===== config.mk =====
export PLATFORM = sky130hd
export DESIGN_NAME = xlatWindows
export DESIGN_NICKNAME = d
export VERILOG_FILES = /design/src/rtl/xlatPkg.sv /design/src/rtl/xlatWinCtrl.sv /design/src/rtl/xlatWinPath.sv /design/src/rtl/xlatWindows.sv
export SDC_FILE = /design/constraint.sdc
export NUM_CORES = 2
export LEC_CHECK = 0
export BUFFER_PORTS_ARGS = -buffer_cell sky130_fd_sc_hd__buf_4
export CAP_MARGIN = 20
export CORE_MARGIN = 2
export CORE_UTILIZATION = 47
export DETAILED_ROUTE_END_ITERATION = 8
export PLACE_DENSITY_LB_ADDON = 0.25
export SETUP_SLACK_MARGIN = 0.05
export SLEW_MARGIN = 20
export SYNTH_ARGS = -nofsm -noshare
export SYNTH_HDL_FRONTEND = slang
export SYNTH_SLANG_ARGS = --single-unit

===== constraint.sdc =====
create_clock -name clk -period 7.95 [get_ports clk]
set_clock_uncertainty 0.15 [all_clocks]
set_input_delay 1.59 -clock clk [delete_from_list [all_inputs] [get_ports clk]]
set_output_delay 1.59 -clock clk [all_outputs]
set_load 0.01 [all_outputs]

===== src/rtl/xlatPkg.sv =====
package xlatPkg;
  localparam int WIN_CNT   = 8;
  localparam int WIN_IDX_W = $clog2(WIN_CNT);
  localparam int XW        = 32;
  localparam int FIELD_CNT = 4;
  localparam int EN_BIT    = 31;

  typedef enum logic [1:0] {
    FLD_CTRL   = 2'd0,
    FLD_LOWER  = 2'd1,
    FLD_UPPER  = 2'd2,
    FLD_OFFSET = 2'd3
  } fieldSel_t;

  typedef struct packed {
    logic                 wrStb;
    logic                 selHit;
    logic [WIN_IDX_W-1:0] selWin;
    fieldSel_t            selFld;
    logic                 lkStb;
  } winStrobe_t;
endpackage


===== src/rtl/xlatWinCtrl.sv =====
module xlatWinCtrl
  import xlatPkg::*;
#(
  parameter int ADDR_W  = 8,
  parameter int LO_BASE = 'h40,
  parameter int HI_BASE = 'h68,
  parameter int STRIDE  = 5
) (
  input  logic [ADDR_W-1:0] regAddr,
  input  logic              regWrEn,
  input  logic              lkValid,
  output winStrobe_t        strb
);
  localparam int HALF = WIN_CNT / 2;

  always_comb begin
    int addrI;
    int base;
    strb  = '0;
    addrI = int'(regAddr);
    for (int w = 0; w < WIN_CNT; w++) begin
      base = (w < HALF) ? (LO_BASE + STRIDE * w) : (HI_BASE + STRIDE * (w - HALF));
      if (addrI >= base && addrI < base + FIELD_CNT) begin
        strb.selHit = 1'b1;
        strb.selWin = WIN_IDX_W'(w);
        strb.selFld = fieldSel_t'(2'(addrI - base));
      end
    end
    strb.wrStb = regWrEn & strb.selHit;
    strb.lkStb = lkValid;
  end
endmodule


===== src/rtl/xlatWinPath.sv =====
module xlatWinPath
  import xlatPkg::*;
#(
  parameter int INBOUND     = 0,
  parameter int FINE_BITS   = 12,
  parameter int COARSE_BITS = 16
) (
  input  logic                 clk,
  input  logic                 rstN,
  input  winStrobe_t           strb,
  input  logic [XW-1:0]        regWrData,
  output logic [XW-1:0]        regRdData,
  input  logic [XW-1:0]        lkAddr,
  input  logic [XW-1:0]        lkMode,
  output logic                 resValid,
  output logic                 resHit,
  output logic [WIN_IDX_W-1:0] resWin,
  output logic [XW-1:0]        resAddr
);
  localparam int HALF = WIN_CNT / 2;

  logic [XW-1:0] modeMask;
  generate
    if (INBOUND != 0) begin : g_inMask
      assign modeMask = 32'h00F7_0000;
    end else begin : g_outMask
      assign modeMask = 32'h0007_5000;
    end
  endgenerate

  logic [XW-1:0] ctrlQ  [WIN_CNT];
  logic [XW-1:0] lowerQ [WIN_CNT];
  logic [XW-1:0] upperQ [WIN_CNT];
  logic [XW-1:0] offQ   [WIN_CNT];
  logic [WIN_CNT-1:0] winHit;
  logic [XW-1:0] winXl  [WIN_CNT];

  generate
    for (genvar w = 0; w < WIN_CNT; w++) begin : g_win
      localparam int LOWB = ((w % HALF) == 0) ? FINE_BITS : COARSE_BITS;
      localparam logic [XW-1:0] KEEP = ~((XW'(1) << LOWB) - XW'(1));

      always_ff @(posedge clk) begin
        if (!rstN) begin
          ctrlQ[w]  <= '0;
          lowerQ[w] <= '0;
          upperQ[w] <= '0;
          offQ[w]   <= '0;
        end else if (strb.wrStb && strb.selWin == WIN_IDX_W'(w)) begin
          case (strb.selFld)
            FLD_CTRL:   ctrlQ[w]  <= regWrData;
            FLD_LOWER:  lowerQ[w] <= regWrData;
            FLD_UPPER:  upperQ[w] <= regWrData;
            FLD_OFFSET: offQ[w]   <= regWrData;
            default:    ;
          endcase
        end
      end

      logic modeOk;
      logic rangeOk;
      assign modeOk    = (ctrlQ[w] & modeMask) == (lkMode & modeMask);
      assign rangeOk   = (lkAddr >= (lowerQ[w] & KEEP)) && (lkAddr < (upperQ[w] & KEEP));
      assign winHit[w] = ctrlQ[w][EN_BIT] && modeOk && rangeOk;
      assign winXl[w]  = lkAddr + (offQ[w] & KEEP);
    end
  endgenerate

  logic                 pickHit;
  logic [WIN_IDX_W-1:0] pickWin;
  logic [XW-1:0]        pickAddr;

  always_comb begin
    pickHit  = 1'b0;
    pickWin  = '0;
    pickAddr = lkAddr;
    for (int w = WIN_CNT - 1; w >= 0; w--) begin
      if (winHit[w]) begin
        pickHit  = 1'b1;
        pickWin  = WIN_IDX_W'(w);
        pickAddr = winXl[w];
      end
    end
  end

  always_ff @(posedge clk) begin
    if (!rstN) begin
      resValid <= 1'b0;
      resHit   <= 1'b0;
      resWin   <= '0;
      resAddr  <= '0;
    end else begin
      resValid <= strb.lkStb;
      resHit   <= strb.lkStb & pickHit;
      if (strb.lkStb) begin
        resWin  <= pickWin;
        resAddr <= pickAddr;
      end
    end
  end

  always_comb begin
    regRdData = '0;
    if (strb.selHit) begin
      case (strb.selFld)
        FLD_CTRL:   regRdData = ctrlQ[strb.selWin];
        FLD_LOWER:  regRdData = lowerQ[strb.selWin];
        FLD_UPPER:  regRdData = upperQ[strb.selWin];
        FLD_OFFSET: regRdData = offQ[strb.selWin];
        default:    regRdData = '0;
      endcase
    end
  end
endmodule


===== src/rtl/xlatWindows.sv =====
module xlatWindows
  import xlatPkg::*;
#(
  parameter int ADDR_W      = 8,
  parameter int LO_BASE     = 'h40,
  parameter int HI_BASE     = 'h68,
  parameter int STRIDE      = 5,
  parameter int INBOUND     = 0,
  parameter int FINE_BITS   = 12,
  parameter int COARSE_BITS = 16
) (
  input  logic                 clk,
  input  logic                 rstN,
  input  logic [ADDR_W-1:0]    regAddr,
  input  logic                 regWrEn,
  input  logic [XW-1:0]        regWrData,
  output logic [XW-1:0]        regRdData,
  input  logic                 lkValid,
  input  logic [XW-1:0]        lkAddr,
  input  logic [XW-1:0]        lkMode,
  output logic                 resValid,
  output logic                 resHit,
  output logic [WIN_IDX_W-1:0] resWin,
  output logic [XW-1:0]        resAddr
);
  winStrobe_t strb;

  xlatWinCtrl #(
    .ADDR_W (ADDR_W),
    .LO_BASE(LO_BASE),
    .HI_BASE(HI_BASE),
    .STRIDE (STRIDE)
  ) u_ctrl (
    .regAddr(regAddr),
    .regWrEn(regWrEn),
    .lkValid(lkValid),
    .strb   (strb)
  );

  xlatWinPath #(
    .INBOUND    (INBOUND),
    .FINE_BITS  (FINE_BITS),
    .COARSE_BITS(COARSE_BITS)
  ) u_path (
    .clk      (clk),
    .rstN     (rstN),
    .strb     (strb),
    .regWrData(regWrData),
    .regRdData(regRdData),
    .lkAddr   (lkAddr),
    .lkMode   (lkMode),
    .resValid (resValid),
    .resHit   (resHit),
    .resWin   (resWin),
    .resAddr  (resAddr)
  );
endmodule


=== After elaboration in Yosys (flattened, before gate mapping) ===
Memories as Yosys holds them, arrays and structs flattened.
Index checks and enable logic that the tools add are counted.

* Add/sub/neg operators: 16
* $mul: 0
* Div/mod/pow operators: 0
* Magnitude comparators: 32
* Eq/ne operators: 18
* Shift operators: 0
* Muxes and demuxes: 167
* Bitwise operators: 34
* Reductions and logical operators: 42

{| class="wikitable"
|+ Operator list
! operator !! number
|-
| $mux W32 || 41
|-
| $add A32 B32 Y32 || 8
|-
| $ge A32 B32 Y1 || 8
|-
| $lt A32 B32 Y1 || 8
|-
| $pmux W32 S4 || 1
|-
| $mux W1 || 109
|-
| $ge A8 B7 Y1 const B || 8
|-
| $lt A8 B7 Y1 const B || 8
|-
| $mux W6 || 8
|-
| $eq A5 B5 Y1 || 8
|-
| $logic_and A1 B1 Y1 || 40
|-
| $or A1 B1 Y1 || 32
|-
| $mux W3 || 8
|-
| $eq A3 B3 Y1 const B || 4
|-
| $sub A2 B1 Y2 const B || 4
|-
| $sub A2 B2 Y2 const B || 4
|-
| $eq A3 B2 Y1 const B || 2
|-
| $eq A2 B2 Y1 const B || 2
|-
| $eq A3 B1 Y1 const B || 1
|-
| $logic_not A3 Y1 || 1
|-
| $and A1 B1 Y1 || 2
|-
| $eq A2 B1 Y1 const B || 1
|-
| $logic_not A2 Y1 || 1
|}

* Bits in registers: 37
* Bits in latches: 0
* Memory bits (writable): 1024
* ROM bits: 0
* Output and inout bits: 69
* Logic and storage cells: 317
* Memories: 4

{| class="wikitable"
|+ Memories
! memory !! words !! bits a word !! read ports !! clocked after Yosys merged registers in !! write ports !! line !! text
|-
| u_path.ctrlQ || 8 || 32 || 9 || 0 || 8 || xlatWinPath.sv:31 || <nowiki>logic [XW-1:0] ctrlQ [WIN_CNT];</nowiki>
|-
| u_path.lowerQ || 8 || 32 || 9 || 0 || 8 || xlatWinPath.sv:32 || <nowiki>logic [XW-1:0] lowerQ [WIN_CNT];</nowiki>
|-
| u_path.offQ || 8 || 32 || 9 || 0 || 8 || xlatWinPath.sv:34 || <nowiki>logic [XW-1:0] offQ [WIN_CNT];</nowiki>
|-
| u_path.upperQ || 8 || 32 || 9 || 0 || 8 || xlatWinPath.sv:33 || <nowiki>logic [XW-1:0] upperQ [WIN_CNT];</nowiki>
|}

=== Depth between registers and ports, before layout ===
* Word-level depth: 16
* Mapped depth: 16

=== Cells and area by module ===
A second synthesis with hierarchy kept.

* Cells, all modules: 4960
* Area total of the unflattened synthesis: 62354.8 sq um

{| class="wikitable"
|+ Modules (own cells, without submodules)
! module !! instances !! cells an instance !! area each (sq um) !! seq. area each (sq um)
|-
| xlatWinPath || 1 || 4892 || 61855.6 || 31490.2
|-
| xlatWinCtrl || 1 || 68 || 499.2 || 0.0
|}

=== Least setup slack after synthesis ===
No wires, ideal clock.

* Path kind: input to register
* Start: input port regAddr[1]
* End: memory u_path.offQ[0][0] (enable)
* Setup time: 0.466 ns
* Data arrival time: 6.642 ns
* Data required time: 7.334 ns
* Setup slack: 0.692 ns
* Stages on the path: 14
* Path buffers: 4
* Cells stage by stage: clkbuf_1 -> inv_1 -> ha_1 -> nand2b_1 -> a32oi_1 -> o221ai_2 -> o21ai_1 -> o211a_4 -> mux2_4 -> or2_1 -> buf_2 -> buf_6 -> clkbuf_1 -> o21ai_0

{| class="wikitable"
|+ RTL lines
! what !! line !! text
|-
| start, declared || xlatWindows.sv:14 || <nowiki>input logic [ADDR_W-1:0] regAddr,</nowiki>
|-
| end, declared || xlatWinPath.sv:34 ||
|}

=== Worst setup path after layout ===
* Start: input port regAddr[1]
* End: output port regRdData[9]

* Word-level cells in the longest chain between the ends: 13
* Elaborated cells between the ends (all ways): 50
* Classes of those cells: 8 x add/sub; 16 x order compare; 3 x eq/ne; 10 x mux; 9 x reduce/logical; 4 x memory

{| class="wikitable"
|+ RTL lines
! what !! line !! text
|-
| $ge A8 B7 Y1 / $lt A8 B7 Y1 (equally long branches) || xlatWinCtrl.sv:23 || <nowiki>if (addrI >= base && addrI < base + FIELD_CNT) begin</nowiki>
|-
| $logic_and A1 B1 Y1 || xlatWinCtrl.sv:23 ||
|-
| $mux W6 (7 in a row) || xlatWinCtrl.sv:23 ||
|-
| $mux W6 * || xlatWinCtrl.sv:23 ||
|-
| branches (longest 2 deep; another with $mem_v2 Z8 W32) || n/a ||
|-
| $mux W32 * || xlatWinPath.sv:104 || <nowiki>if (strb.selHit) begin</nowiki>
|-
| end, declared || xlatWindows.sv:17 || <nowiki>output logic [XW-1:0] regRdData,</nowiki>
|}

Every way passes the cells marked *.

==> out/summary.txt <==
Fin Setup TNS - 0 ns
Fmax - 130 MHz
Simple-gate portion of the synthesized area - 20.8%
Row cnt - 133
Post-Syn Area per Cell - 10.2 sq um
Final setup fails - 0
Reg clk slew, reported paths - 0.07 ns
Final nets - 6656
Starting density of the core - 47.4%
Cts repair resizes - 0
Status - finished, final reports clean
Overflow after GRT - 0
Lkg Pwr - 27.4 nW
EDFF count, synth - 1024
Per-cell routed wire length - 28.9 um
Worst slew pin tran - 1.15 ns
Maxcap violations - 0
Synth area leaders - edfxtp_1 49%, and2_1 10%, ha_1 7.9%
DP Area - 66500 sq um
Commonest non-fill, non-tap cell in the layout - and2_1
Via count - 50200
Register area - 31500 sq um
Final Hold Viols - 0
Port bufs - 149
RSZ-0062 raised after global routing - no
CP endpoint kind - output pin
Post-synth ARST share - 0%
Largest area contributor in the netlist - edfxtp_1
Crit-path max FO - 11
Clock sink count - 1061
Total CTS buffers - 114
Top_reg_cell synth - edfxtp_1
Tcrit/Tclk final - 96.5%
WS Path Type - in -> out
CTS tree - built
WP data arrival - 5.93 ns
Routability congestion estimate - 1.02
Netlist cell types - 88
Antenna-violating nets left - 0
Initial antenna violation count - 17
Postcts setup bufs - 0
Post-cts hold buffer count - 0
Detailed Routing Iterations Pass 1 - 6
Worst EP required - 6.21 ns
Xor/xnor cell area share of the yosys netlist - 2.02%
Slew Viols, Final - 0
Kind of start point of the critical path - input port
Die area - 136000 sq um
Largest net degree at the start of global routing - 91
Synth-to-layout area growth - 12.5%
Overall routed net length - 231000 um
Complex-gate fraction of the synthesized area - 13.4%
Main combinational cell family by area after synthesis - simple AND/OR/NAND/NOR gates
Minimum clock period - 7.67 ns
Slew HR - 23.1%
Fillers - 11600
Design Area, Final - 70300 sq um
Sequential cell area fraction in the yosys report - 50.4%
Clk buf depth - 3
H-tree Lvls - 3
Proportion of synthesized area in mux cells - 0.638%
Syn Std Cell Area - 62500 sq um
Die height - 369 um
Global router's overall resource usage - 33.3%
#FFs+latches synth - 1061
Io pins - 177
Die width - 369 um
Multi-input logic area - 28700 sq um
Core area - 132000 sq um
Hold Path Class - reg -> reg
Vias per cell - 6.27
Syn Nets - 6623
HPWL Detailed - 153000 um
Post-synth top area share - 49.2%
Worst-Skew Late Latency - 0.77 ns
First-pass GRT wire length - 330000 um
Clk root buf - clkbuf_16
Vias in the first global route - 47500
Layout cells sized above 1 - 10.7%
Post-synthesis adder-cell area fraction - 8.16%
Drc violations - 0
Peak VDD IR - 0.000210 V
Ys Warns - 0
Cells after Synth - 6112
Power Dens Cells - 198 nW/um^2
Initial DRC Count - 6810
Most frequent cells in the layout - 1039 x and2_1, 1024 x edfxtp_1, 744 x nand2_1
layout make-up:
type	instances	area share [%]
inverters	315	1.68
well taps	1755	3.12
diodes	9	0.0320
clock buffers	139	4.29
repair buffers	357	4.24
multi-input cells	4296	40.8
flip-flops and latches	1061	44.8
clock inverters	75	1.09
Yosys cell counts, drive strengths merged (28+ instances only):
library cell  number
nor2b             53
and2            1040
o221ai           109
nor2             209
a211oi            61
nor3              72
o21ai            250
a21oi            181
edfxtp          1024
clkbuf           379
xnor2             79
dfxtp             37
a21o              56
o22ai             30
nand3            187
o211ai           100
a31oi            171
o21a              38
xor2              65
nand2            746
buf               61
nand4             43
inv              314
ha               395
nand2b            28
worst paths after layout:
kind	endpoint	start	slack, ns	depth (start not counted)
worst max-delay path	regRdData[9]	regAddr[1]	0.28	16
worst max register to register	u_path.resAddr[20]	u_path.ctrlQ[5][16]	3.03	9
worst min-delay path	u_path.resWin[0]	u_path.resWin[0]	0.30	2
worst min register to register	u_path.resWin[0]	u_path.resWin[0]	0.30	2
metal layers:
layer,part of all wire (%),global-route usage (%),vias up
met5,0.042,0,-
met4,5.6,16.9,14
met3,11,6.98,577
met2,44,50.9,3022
met1,39,44.9,24600
li1,-,-,22000
cell families (layout without fill, tap and decap cells):
| family | Yosys count | count (layout) |
|---|---|---|
| buf+inv | 755 | 886 |
| xor+xnor | 144 | 144 |
| flops | 1061 | 1061 |
| simple gates | 2490 | 2490 |
| other cells | 0 | 9 |
| compound gates | 1222 | 1222 |
| mux | 37 | 37 |
| fa+ha+maj | 403 | 403 |
state kept, by name (all words and copies together), names as in the netlist:
name	flops
u_path.upperQ	256
u_path.resValid	1
u_path.resAddr	32
u_path.ctrlQ	256
u_path.resHit	1
u_path.offQ	256
u_path.resWin	3
u_path.lowerQ	256
where the power goes:
| part | switching (mW) | internal [mW] | leakage (nW) |
|---|---|---|---|
| clock | 2.43 | 3.02 | 1.83 |
| combinational | 1.32 | 0.650 | 15.5 |
| sequential | 0.129 | 6.40 | 10.0 |
per-stage QoR:
step	total power, mW	std cells	worst slack (ns)	hold slack [ns]	utilization, %
floorplan	7.72	6112	0.692	0.317	-
global placement	8.51	7783	0.364	0.287	50.4
detailed placement	8.55	7783	0.315	0.290	50.4
CTS	13.9	7997	0.263	0.301	53.3
global route	14.3	7998	0.157	0.338	53.3
finish	14.0	8007	0.279	0.296	53.4
critical path, stage by stage:
cell and delay (ns):
buf_4 0.16, ha_1 0.31, or4b_1 0.52, a211o_1 0.43, o221ai_4 0.16, o21ai_1 0.21
o211a_4 0.22, mux2_4 0.36, and2_1 0.37, buf_4 0.29, buf_4 0.21, a21oi_1 0.26
o22ai_1 0.12, buf_4 0.17, a311oi_1 0.35, buf_4 0.20
(Power assumes the default switching activity.)
